### src/rtl/cache_maint_seq.sv
module cache_maint_seq #(
  parameter int LINE_BYTES = 32,
  parameter int SETS = 4,
  parameter int WAYS = 4,
  localparam int OFFB = $clog2(LINE_BYTES),
  localparam int SETB = $clog2(SETS),
  localparam int WAYB = $clog2(WAYS),
  localparam int TAGW = 32 - OFFB - SETB
) (
  input  logic            clk,
  input  logic            rst_n,
  input  logic            start,
  input  logic [2:0]      cmd,
  input  logic [31:0]     operand,
  output logic            busy,
  output logic            done,
  output logic            found,
  output logic [SETB-1:0] found_set,
  output logic [WAYB-1:0] found_way,
  output logic [SETB-1:0] tag_set,
  output logic [WAYB-1:0] tag_way,
  input  logic            tag_rd_valid,
  input  logic [TAGW-1:0] tag_rd_tag,
  input  logic [1:0]      tag_rd_dirty,
  output logic            tag_clean_we,
  output logic            tag_inval_we,
  output logic            wb_req,
  output logic [SETB-1:0] wb_set,
  output logic [WAYB-1:0] wb_way,
  output logic [1:0]      wb_dirty,
  input  logic            wb_ack
);
  localparam int IDXW = SETB + WAYB;
  localparam logic [2:0] C_CLN_VA = 3'd0, C_INV_VA = 3'd1, C_CLN_SW = 3'd2,
                         C_INV_SW = 3'd3, C_INV_ALL = 3'd4, C_FLUSH_PA = 3'd5,
                         C_SCAN = 3'd6;

  typedef enum logic [2:0] {S_IDLE, S_SRCH, S_CHK, S_WB, S_UPD, S_SCAN, S_FIN} st_t;

  st_t             st;
  logic [2:0]      cmd_q;
  logic [TAGW-1:0] vtag_q;
  logic [SETB-1:0] set_q;
  logic [WAYB-1:0] way_q;

  wire last_way  = way_q == WAYB'(WAYS - 1);
  wire last_line = last_way && set_q == SETB'(SETS - 1);
  wire hit       = tag_rd_valid && tag_rd_tag == vtag_q;
  wire dirty     = tag_rd_valid && |tag_rd_dirty;
  wire is_inv    = cmd_q == C_INV_VA || cmd_q == C_INV_SW ||
                   cmd_q == C_INV_ALL || cmd_q == C_FLUSH_PA;

  assign busy         = st != S_IDLE;
  assign done         = st == S_FIN;
  assign tag_set      = set_q;
  assign tag_way      = way_q;
  assign wb_req       = st == S_WB;
  assign wb_set       = set_q;
  assign wb_way       = way_q;
  assign wb_dirty     = tag_rd_dirty;
  assign tag_clean_we = st == S_UPD && !is_inv;
  assign tag_inval_we = st == S_UPD && is_inv;

  always_ff @(posedge clk) begin
    if (!rst_n) begin
      st        <= S_IDLE;
      cmd_q     <= '0;
      vtag_q    <= '0;
      set_q     <= '0;
      way_q     <= '0;
      found     <= 1'b0;
      found_set <= '0;
      found_way <= '0;
    end else begin
      case (st)
        S_IDLE: if (start) begin
          cmd_q  <= cmd;
          vtag_q <= operand[31 -: TAGW];
          set_q  <= operand[OFFB +: SETB];
          way_q  <= '0;
          case (cmd)
            C_CLN_VA, C_INV_VA: st <= S_SRCH;
            C_CLN_SW, C_INV_SW: begin
              way_q <= operand[31 -: WAYB];
              st    <= S_CHK;
            end
            C_INV_ALL: begin
              set_q <= '0;
              st    <= S_CHK;
            end
            C_FLUSH_PA: begin
              way_q <= operand[OFFB +: WAYB];
              set_q <= operand[OFFB + WAYB +: SETB];
              st    <= S_CHK;
            end
            C_SCAN: begin
              set_q <= '0;
              found <= 1'b0;
              st    <= S_SCAN;
            end
            default: st <= S_FIN;
          endcase
        end
        S_SRCH: begin
          if (hit) st <= S_CHK;
          else if (last_way) st <= S_FIN;
          else way_q <= way_q + WAYB'(1);
        end
        S_CHK: st <= dirty ? S_WB : S_UPD;
        S_WB:  if (wb_ack) st <= S_UPD;
        S_UPD: begin
          if (cmd_q == C_INV_ALL && !last_line) begin
            {set_q, way_q} <= {set_q, way_q} + IDXW'(1);
            st <= S_CHK;
          end else st <= S_FIN;
        end
        S_SCAN: begin
          if (|tag_rd_dirty) begin
            found     <= 1'b1;
            found_set <= set_q;
            found_way <= way_q;
            st        <= S_FIN;
          end else if (last_line) st <= S_FIN;
          else {set_q, way_q} <= {set_q, way_q} + IDXW'(1);
        end
        default: st <= S_IDLE;
      endcase
    end
  end

  assert_idle_quiet_R1: assert property (@(posedge clk) disable iff (!rst_n)
    !busy |-> !wb_req && !tag_clean_we && !tag_inval_we);

  assert_wb_only_dirty_R3: assert property (@(posedge clk) disable iff (!rst_n)
    wb_req |-> tag_rd_valid && tag_rd_dirty != 2'b00);

  assert_done_pulse_R11: assert property (@(posedge clk) disable iff (!rst_n)
    done |=> !done);

  assert_wb_hold_R12: assert property (@(posedge clk) disable iff (!rst_n)
    (wb_req && !wb_ack) |=> wb_req && $stable(wb_set) && $stable(wb_way));

  assert_no_write_pending_R12: assert property (@(posedge clk) disable iff (!rst_n)
    wb_req |-> !tag_clean_we && !tag_inval_we);
endmodule

### config.mk
export PLATFORM = sky130hd
export DESIGN_NAME = cache_maint_seq
export DESIGN_NICKNAME = d
export VERILOG_FILES = /design/src/rtl/cache_maint_seq.sv
export SDC_FILE = /design/constraint.sdc
export NUM_CORES = 1
export LEC_CHECK = 0
export ABC_AREA = 1
export BUFFER_PORTS_ARGS = -buffer_cell sky130_fd_sc_hd__buf_2
export CORE_MARGIN = 5
export CORE_UTILIZATION = 44
export CTS_CLUSTER_SIZE = 8
export DETAILED_ROUTE_END_ITERATION = 8
export PLACE_DENSITY_LB_ADDON = 0.05
export SYNTH_ARGS = -nofsm -noshare
export SYNTH_HDL_FRONTEND = slang
export SYNTH_SLANG_ARGS = --single-unit
### constraint.sdc
create_clock -name clk -period 1.6 [get_ports clk]
set_clock_uncertainty 0.15 [all_clocks]
set_input_delay 0.16 -clock clk [delete_from_list [all_inputs] [get_ports clk]]
set_output_delay 0.16 -clock clk [all_outputs]
set_load 0.01 [all_outputs]
==> results.md, run 1 <==
- Initial drt markers: 66
- Crit path kind: flop to flop
- Vias in the first global route: 2373
- P_sw: 1.85 mW
- EDFF count, synth: 0
- Power Density: 1390 nW/um2
- Int Power: 2.61 mW
- Max H-tree Level: 2
- Net count, final: 540
- Slew Viols, Final: 0
- Fin crit period: 1.57 ns
- CTS tree: yes
- Util after Layout: 62.8%
- Max_slew headroom: 79.0%
- Most used flip-flop cell after synthesis: dfxtp_1
- ANT cells: 0
- Dpl hpwl: 4820 um
- Top-count cell post-synth: nand2_1
- Yosys warns: 0
- Via count: 2498
- Initial core utilization: 45.1%
- PortBufs: 81
- Failing checks: negative hold slack
- Mean Syn Cell Area: 6.34 um2
- Pwr Total: 4.46 mW
- Final Cycle Share: 98.0%
- Hold/Removal Path Class: primary input to flop
- CTS Buf Count: 5
- Seq pwr share: 32.9%
- Arr. time, crit path: 1.64 ns
- Layout cells sized above 1: 33.0%
- Synthesized Nets: 435
- Ranking of synthesized cells by area: dfxtp_1, nand2_1, inv_1
- Fin Hold WS: -0.00234 ns
- Wire length per cell: 11.6 um
- Combinational share of power: 52.8%
- Initial antenna violation count: 0
- Max incr delay on CP: 0.33 ns
- Number of max-cap violations: 0
- DR DRC count: 0
- Grt ovf: 0
- Vias per cell: 4.63
- Max Buffers Root-to-Sink: 2
- Post-DRT Antenna Nets: 0
- # IOs: 87
- Place WS: -0.0687 ns
- Clock Sinks: 40
- Share of flip-flops with an asynchronous set or reset: 0%
- CORE AREA: 5110 um2
- Flops & latches, synth: 40
- Root Driver: clkbuf_8
- Final Hold Viols: 1
- Synthesized area: 2310 um2
- CP required: 1.67 ns
- Top-area cell type share of the netlist area: 34.7%
- Clock power share: 14.4%
- Worst vdd ir: 0.000830 V
- Total setup buffers inserted after CTS: 0
- Sw Ratio: 41.4%
- Placement Rows: 26
- Crit Path Max Fanout: 4
- All-layer global routing usage: 19.5%
- Area leader, netlist: dfxtp_1
- Critical path capture point type: flop
- Chip Width: 82.4 um
- Busiest grt layer: met2
- FILL cells: 529
- Clock slew at reported path FFs: 0.08 ns
- Leak: 1.64 nW
- Setup WS post-layout: 0.0312 ns
- Die ar.: 6790 um2
- First-pass GRT wire length: 10200 um
- Unrepaired setup endpoints after global routing: yes
- Met2 usage: 35.7%
- Worst-Skew Late Latency: 0.29 ns
- DRT Wirelength: 6240 um
- Worst setup SP type: flop
- Initial DRT Pass Iterations: 4
- CP cell instances: inv_1 -> nand2_1 -> o21ai_0 -> nor2_1 -> nand3_1 -> nor2_1 -> nand2_2 -> nand2_1 -> nand2_2 -> nand3_1 -> nand2_1 -> nor2_1
- Syn-to-layout area delta: 39.1%
- Register area share after synthesis: 34.7%
- Syn Inst Count: 364
- Peak Freq: 637 MHz
- Global Route met3 Usage: 3.58%
- Status: finished with violations
- Final setup viols: 0
- Worst path slowest cell: dfxtp_1
- Top cells by count, synth: nand2_1, inv_1, a21oi_1, dfxtp_1, o21ai_0
- Chip height: 82.4 um
- Pin count of the biggest net entering global routing: 51
- Worst slew pin tran: 0.313 ns
- Distinct cells, synth: 27
- M1 GR Usage: 22.6%
- Placer Congestion: 0.873
- Fin Setup TNS: 0 ns
## cell usage in the layout (no fill, tap or decap), types with 7 or more instances in the layout
| cell | count |
|---|---|
| inv_1 | 53 |
| nand2_1 | 80 |
| nand2_2 | 8 |
| nand3_1 | 18 |
| dfxtp_2 | 8 |
| buf_4 | 22 |
| dlygate4sd3_1 | 8 |
| nor2_2 | 7 |
| dfxtp_1 | 32 |
| nor2_1 | 27 |
| o21ai_0 | 37 |
| a21oi_1 | 37 |
| buf_2 | 81 |
## worst paths after layout
kind | startpoint | endpoint | cells after the start | slack (ns)
setup / recovery | vtag_q[17]$_SDFFE_PN0P_ | tag_way[0]$_SDFFE_PN0P_ | 12 | 0.03
hold reg to reg | vtag_q[19]$_SDFFE_PN0P_ | vtag_q[19]$_SDFFE_PN0P_ | 2 | 0.31
setup reg to reg | vtag_q[17]$_SDFFE_PN0P_ | tag_way[0]$_SDFFE_PN0P_ | 12 | 0.03
hold / removal | operand[28] | vtag_q[21]$_SDFFE_PN0P_ | 3 | -0.002
## per-stage QoR
| step | cells | cell area, um2 |
|---|---|---|
| after global placement | 524 | 2920 |
| final | 539 | 3210 |
| after CTS | 539 | 3120 |
| after floorplan | 364 | 2320 |
| after detailed placement | 524 | 2920 |
| after global routing | 539 | 3210 |
## layer usage
layer	part of all wire, %	vias to the layer above
met5	0	-
met4	1.1	0
met3	5.5	7
met2	51	49
met1	42	1091
li1	-	1351
## cells by family (layout without fill, tap and decap cells)
| group | after synthesis | after routing | share of synthesized area [%] |
|---|---|---|---|
| AO/OA/AOI/OAI | 84 | 84 | 18.7 |
| XOR/XNOR | 5 | 5 | 1.90 |
| adder cells (fa/ha/maj) | 4 | 4 | 2.17 |
| buffers and inverters | 75 | 180 | 13.4 |
| flip-flops | 40 | 40 | 34.7 |
| multiplexers | 1 | 1 | 0.434 |
| AND/OR/NAND/NOR | 155 | 155 | 28.7 |
## critical path: cells and delay by family, from the launching register on
kind / cells / cell delay (ns)
buffers and inverters: 1 / 0.05
DFF: 1 / 0.33
AOI/OAI and AO/OA: 1 / 0.08
and+or+nand+nor: 10 / 0.90
## state kept, by name, indices dropped and copies added, names as in the netlist
register	cells
cmd_q	3
found	1
found_set	2
found_way	2
st	3
tag_set	2
tag_way	2
vtag_q	25
## cell type report
cell class                      instances  area (um2)  share of cell area, %
Clock buffer                            6        72.6                   2.26
Clock inverter                          1        5.00                  0.156
Inverter                               60         230                   7.18
Multi-Input combinational cell        249        1320                   41.1
Sequential cell                        40         811                   25.3
Tap cell                               70        87.6                   2.73
Timing Repair Buffer                  113         682                   21.3
## power by group through the flow
| stage | clock [mW] | combinational [mW] | sequential (mW) |
|---|---|---|---|
| 3_3_place_gp | 0 | 2.12 | 1.43 |
| 4_1_cts | 0.658 | 2.22 | 1.43 |
| 6_report | 0.640 | 2.35 | 1.46 |
| 3_5_place_dp | 0 | 2.14 | 1.44 |
| 2_1_floorplan | 0 | 1.34 | 1.48 |
| 5_1_grt | 0.705 | 2.66 | 1.50 |
## what timing repair did
item                                   CTS  global route
endpoints found under the hold margin    8             0
resized for setup                       10            32
pin swaps                                1            14
hold buffers                             8             0
setup endpoints to repair                7            17
Power figures use the tool's default switching activity.
==> inputs of run 2 (changes only) <==
--- a/config.mk
+++ b/config.mk
@@ -12,6 +12,8 @@
 export CTS_CLUSTER_SIZE = 8
 export DETAILED_ROUTE_END_ITERATION = 8
 export PLACE_DENSITY_LB_ADDON = 0.05
+export RECOVER_POWER = 100
 export SYNTH_ARGS = -nofsm -noshare
 export SYNTH_HDL_FRONTEND = slang
 export SYNTH_SLANG_ARGS = --single-unit
+export TNS_END_PERCENT = 20
==> run 2 against run 1 <==
  * The flow now finishes without violations
  * Critical path depth did not move
  * Combinational power about the same
  * Sequential cell count did not move
  * Clock power about the same
  * Final cell count unchanged
  * Sequential share of layout area rose by 0.10 points
  * Sequential power barely moved
  * Clock-buffer cell count unchanged
  * Routed wire length increased by 0.26%
  * Worst setup slack got worse by 0.00074 ns
  * Critical endpoint unchanged
==> results.md, run 2 (synthesis gave the netlist of run 1 again) <==
- Largest register by flop count: vtag_q
- Clock power share: 14.4%
- Seq pwr share: 33.0%
- Layout Cell Area excl Fill: 3190 um2
- Hold/Removal Path Class: primary input to flop
- Initial core utilization: 45.1%
- Worst slew pin tran: 0.313 ns
- Max H-tree Level: 2
- CP cell instances: inv_1 -> nand2_1 -> o21ai_0 -> nor2_1 -> nand3_1 -> nor2_1 -> nand2_2 -> nand2_1 -> nand2_2 -> nand3_1 -> nand2_1 -> nor2_1
- Power Density: 1390 nW/um2
- Chip height: 82.4 um
- Vias in the first global route: 2361
- Unrepaired setup endpoints after global routing: yes
- All-layer global routing usage: 19.4%
- CTS Buf Count: 5
- Worst vdd ir: 0.000820 V
- CTS tree: yes
- Max Buffers Root-to-Sink: 2
- Net count, final: 540
- Wire length per cell: 11.6 um
- Root Driver: clkbuf_8
- CORE AREA: 5110 um2
- DRT Wirelength: 6250 um
- Max reg flops: 25
- Biggest regs: vtag_q x25, cmd_q x3, st x3
- Final setup viols: 0
- Chip Width: 82.4 um
- Crit Path Max Fanout: 4
- Status: finished, final reports clean
- Area occupied by multi-input gates: 1320 um2
- ANT cells: 0
- DP Cell Count: 524
- Placer Congestion: 0.873
- Vias per cell: 4.64
- P_sw: 1.84 mW
- Sw Ratio: 41.5%
- Worst path top cell family by delay: simple AND/OR/NAND/NOR gates
- Post-DRT Antenna Nets: 0
- Via count: 2499
- FILL cells: 531
- Pin count of the biggest net entering global routing: 51
- Register area: 810 um2
- Peak Freq: 637 MHz
- Syn-to-layout area delta: 38.3%
- First-pass GRT wire length: 10200 um
- Util after Layout: 62.4%
- Cell Count, Final, Fillers Out: 539
- Commonest non-fill, non-tap cell in the layout: nand2_1
- Buffers and inverters on the worst path: 1
- Arr. time, crit path: 1.64 ns
- Clock Sinks: 40
- Max incr delay on CP: 0.33 ns
- Layout cells sized above 1: 30.9%
- Initial drt markers: 59
- Total setup buffers inserted after CTS: 0
- Post-DP Area: 2920 um2
- DR DRC count: 0
- Crit path kind: flop to flop
- Placement Rows: 26
- Worst setup SP type: flop
- Die ar.: 6790 um2
- Max_slew headroom: 79.0%
- CP required: 1.67 ns
- Initial DRT Pass Iterations: 4
- Clock slew at reported path FFs: 0.08 ns
- Dpl hpwl: 4820 um
- Final Hold Viols: 0
- Most frequent cells in the layout: nand2_1, buf_2, inv_1
- Initial antenna violation count: 0
- Worst path slowest cell: dfxtp_1
- Critical path capture point type: flop
- Grt ovf: 0
- Slew Viols, Final: 0
- Worst-Skew Late Latency: 0.29 ns
- Leak: 1.61 nW
- Int Power: 2.59 mW
- # IOs: 87
- PortBufs: 81
- Fin crit period: 1.57 ns
- Final Cycle Share: 98.1%
- Number of max-cap violations: 0
- Combinational share of power: 52.6%
[run 2: power groups by stage]
stage                     sequential (mW)  combinational, mW  clock [mW]
after CTS                            1.43               2.21       0.658
after global routing                 1.50               2.64       0.705
after floorplan                      1.48               1.34           0
after global placement               1.43               2.12           0
final                                1.46               2.33       0.637
after detailed placement             1.44               2.14           0
[run 2: area by class of cell]
type | instances | share of cell area, %
clock inverter | 1 | 0.157
sequential | 40 | 25.4
tap | 70 | 2.75
timing repair buffer | 113 | 21.0
clock buffer | 6 | 2.28
multi-input combinational | 249 | 41.2
inverter | 60 | 7.22
[run 2: metal layers]
| metal | wire (um) | vias up | GRT usage [%] |
|---|---|---|---|
| met4 | 56 | 0 | 5.98 |
| li1 | - | 1351 | - |
| met2 | 3210 | 47 | 35.6 |
| met3 | 330 | 6 | 3.58 |
| met5 | 0 | - | 0 |
| met1 | 2660 | 1095 | 22.6 |
[run 2: timing repair]
| action | CTS | global route |
|---|---|---|
| hold buffers | 8 | 0 |
| endpoints found under the setup margin | 7 | 18 |
| endpoints found under the hold margin | 8 | 0 |
| gates resized for setup | 8 | 33 |
| pin swaps | 1 | 13 |
[run 2: path summary, 6_finish.rpt]
kind         slack, ns  depth (start not counted)               startpoint                      end
max               0.03                         12  vtag_q[17]$_SDFFE_PN0P_  tag_way[0]$_SDFFE_PN0P_
min             0.0002                          3              operand[28]  vtag_q[21]$_SDFFE_PN0P_
max reg2reg       0.03                         12  vtag_q[17]$_SDFFE_PN0P_  tag_way[0]$_SDFFE_PN0P_
min reg2reg       0.31                          2  vtag_q[19]$_SDFFE_PN0P_  vtag_q[19]$_SDFFE_PN0P_
[run 2: through the flow]
step                      hold WS (ns)  power (mW)  setup WS [ns]  setup TNS [ns]
after floorplan                  0.176        2.82        0.00441               0
after global placement           0.283        3.55        -0.0326         -0.0675
after detailed placement         0.291        3.58        -0.0687          -0.146
after CTS                      0.00299        4.30       -0.00350        -0.00350
after global routing           0.00900        4.84         -0.118          -0.562
final                         0.000170        4.43         0.0305               0
[run 2: worst register-to-register path, stage by stage (launching register included)]
cell     delay [ns]
dfxtp_1        0.33
inv_1          0.05
nand2_1        0.06
o21ai_0        0.08
nor2_1         0.14
nand3_1        0.09
nor2_1         0.12
nand2_2        0.10
nand2_1        0.09
nand2_2        0.08
nand3_1        0.08
nand2_1        0.05
nor2_1         0.10
==> inputs of run 3 (changes only) <==
==> constraint.sdc (replaced) <==
create_clock -name clk -period 1.26 [get_ports clk]
set_clock_uncertainty 0.15 [all_clocks]
set_input_delay 0.126 -clock clk [delete_from_list [all_inputs] [get_ports clk]]
set_output_delay 0.126 -clock clk [all_outputs]
set_load 0.01 [all_outputs]
==> run 3 against run 2 <==
  * The flow now finishes with violations (negative setup slack)
  * Critical endpoint is now st[1]$_SDFFE_PN0P_
  * Register-to-register slack worse by 0.41 ns
  * Critical path depth is the same
  * Die area did not move
  * Core utilization up 12 points
  * Largest cell class unchanged
  * Final cell count increased by 8.5%
  * Critical path type unchanged
==> results.md, run 3 (synthesis gave the netlist of run 1 again) <==
- Die ar.: 6790 um2
- Max reg flops: 25
- CORE AREA: 5110 um2
- Crit Path Max Fanout: 5
- Final setup viols: 47
- Pwr Total: 6.87 mW
- Max_slew headroom: 75.4%
- Biggest regs: vtag_q x25, cmd_q x3, st x3
- Via count: 2788
- Root Driver: clkbuf_8
- Largest register by flop count: vtag_q
- DP Cell Count: 548
- DRT Wirelength: 7340 um
- Unrepaired setup endpoints after global routing: yes
- CTS tree: yes
- Worst slew pin tran: 0.365 ns
- Clock Sinks: 40
- Slew Viols, Final: 0
- Dpl hpwl: 5310 um
- Max Buffers Root-to-Sink: 2
- Post-DRT Antenna Nets: 0
- CTS Buf Count: 5
- Crit path kind: flop to flop
- Vias in the first global route: 2607
- Chip Width: 82.4 um
- Pin count of the biggest net entering global routing: 38
- Most frequent cells in the layout: nand2_1, buf_2, inv_1
- Net count, final: 585
- Clock slew at reported path FFs: 0.08 ns
- Number of max-cap violations: 0
- Failing checks: negative setup slack
- Wire length per cell: 12.6 um
- Initial DRT Pass Iterations: 4
- Placer Congestion: 0.865
- Worst setup SP type: flop
- ANT cells: 0
- Worst vdd ir: 0.00126 V
- Arr. time, crit path: 1.71 ns
- DR DRC count: 0
- Critical path capture point type: flop
- First-pass GRT wire length: 11500 um
- Hold/Removal Path Class: primary input to flop
- Initial core utilization: 45.1%
- Leak: 1.87 nW
- Placement Rows: 26
- Syn-to-layout area delta: 65.6%
- Max H-tree Level: 2
- # IOs: 87
- Worst-Skew Late Latency: 0.29 ns
- Peak Freq: 609 MHz
- Commonest non-fill, non-tap cell in the layout: nand2_1
- Initial antenna violation count: 0
- Status: finished with violations
- Setup WS post-layout: -0.382 ns
- PortBufs: 81
- CP required: 1.33 ns
- Power Density: 1800 nW/um2
- FILL cells: 423
- All-layer global routing usage: 22.1%
- Fin Setup TNS: -7.79 ns
- Cell Count, Final, Fillers Out: 585
- Fin crit period: 1.64 ns
- Vias per cell: 4.77
- Final Hold Viols: 0
- Final Cycle Share: 130%
- Grt ovf: 0
- Layout cells sized above 1: 40.4%
- Initial drt markers: 101
- Chip height: 82.4 um
run 3: changes by cell type in the layout (fill, tap and decap cells not counted), moves of 5 or more:
cell           change
buf_4             +22
o21ai_0           -21
dlygate4sd3_1     +17
o21ai_1           +14
buf_6             +11
buf_2              -9
o21ai_2            +7
inv_1              -6
nand2_1            -6
dfxtp_1            -5
nor2_4             +5
run 3: path summary, 6_finish.rpt:
check | from | endpoint | slack (ns) | cells after the start
worst max-delay path | vtag_q[15]$_SDFFE_PN0P_ | st[1]$_SDFFE_PN0P_ | -0.38 | 12
worst min-delay path | rst_n | st[2]$_SDFFE_PN0P_ | 0.06 | 3
worst max register to register | vtag_q[15]$_SDFFE_PN0P_ | st[1]$_SDFFE_PN0P_ | -0.38 | 12
worst min register to register | vtag_q[9]$_SDFFE_PN0P_ | vtag_q[9]$_SDFFE_PN0P_ | 0.31 | 2
run 3: where the power goes:
group	leakage [nW]	internal, mW	switching (mW)	total, mW
combinational	1.48	1.87	2.04	3.91
sequential	0.333	1.66	0.264	1.92
clock	0.0552	0.588	0.445	1.03
total	1.87	4.12	2.75	6.87
run 3: routing by layer:
metal / up-vias / GRT usage, % / share of wire, %
met2: 64 / 41.9 / 53
li1: 1444 / - / -
met4: 0 / 6.31 / 2.0
met1: 1262 / 25.1 / 41
met3: 18 / 3.69 / 4.0
met5: - / 0 / 0
run 3: stage by stage:
step	utilization, %	hold WS (ns)	setup WS [ns]	instance area, um2
2_1_floorplan	-	0.140	-0.267	2350
3_3_place_gp	61.5	0.247	-0.344	3140
3_5_place_dp	61.5	0.256	-0.365	3140
4_1_cts	72.3	0.0407	-0.351	3690
5_1_grt	74.8	0.0590	-0.580	3820
6_report	74.8	0.0557	-0.382	3820
run 3: layout make-up:
cell class	instances	area, um2	share of cell area (%)
flip-flops and latches	40	818	21.4
clock inverters	2	35.0	0.917
inverters	60	235	6.16
multi-input cells	249	1450	38.0
clock buffers	6	72.6	1.90
repair buffers	158	1120	29.3
well taps	70	87.6	2.29
run 3: repair_timing:
action,CTS,global route
pin swaps,11,25
endpoints found under the setup margin,45,51
endpoints found under the hold margin,25,0
gates cloned,0,0
hold buffers,25,0
gates resized for setup,65,42
setup buffers,3,1
run 3: critical path: stages, from the launching register on:
cell and delay [ns]:
dfxtp_1 0.31, inv_1 0.05, nand2_1 0.05, o21ai_0 0.08
nor2_2 0.16, nand3_1 0.11, nor2_1 0.14, nand2_2 0.10
nand3_2 0.09, nand2_4 0.08, nand2_2 0.08, nand2_2 0.05
nor2_2 0.12
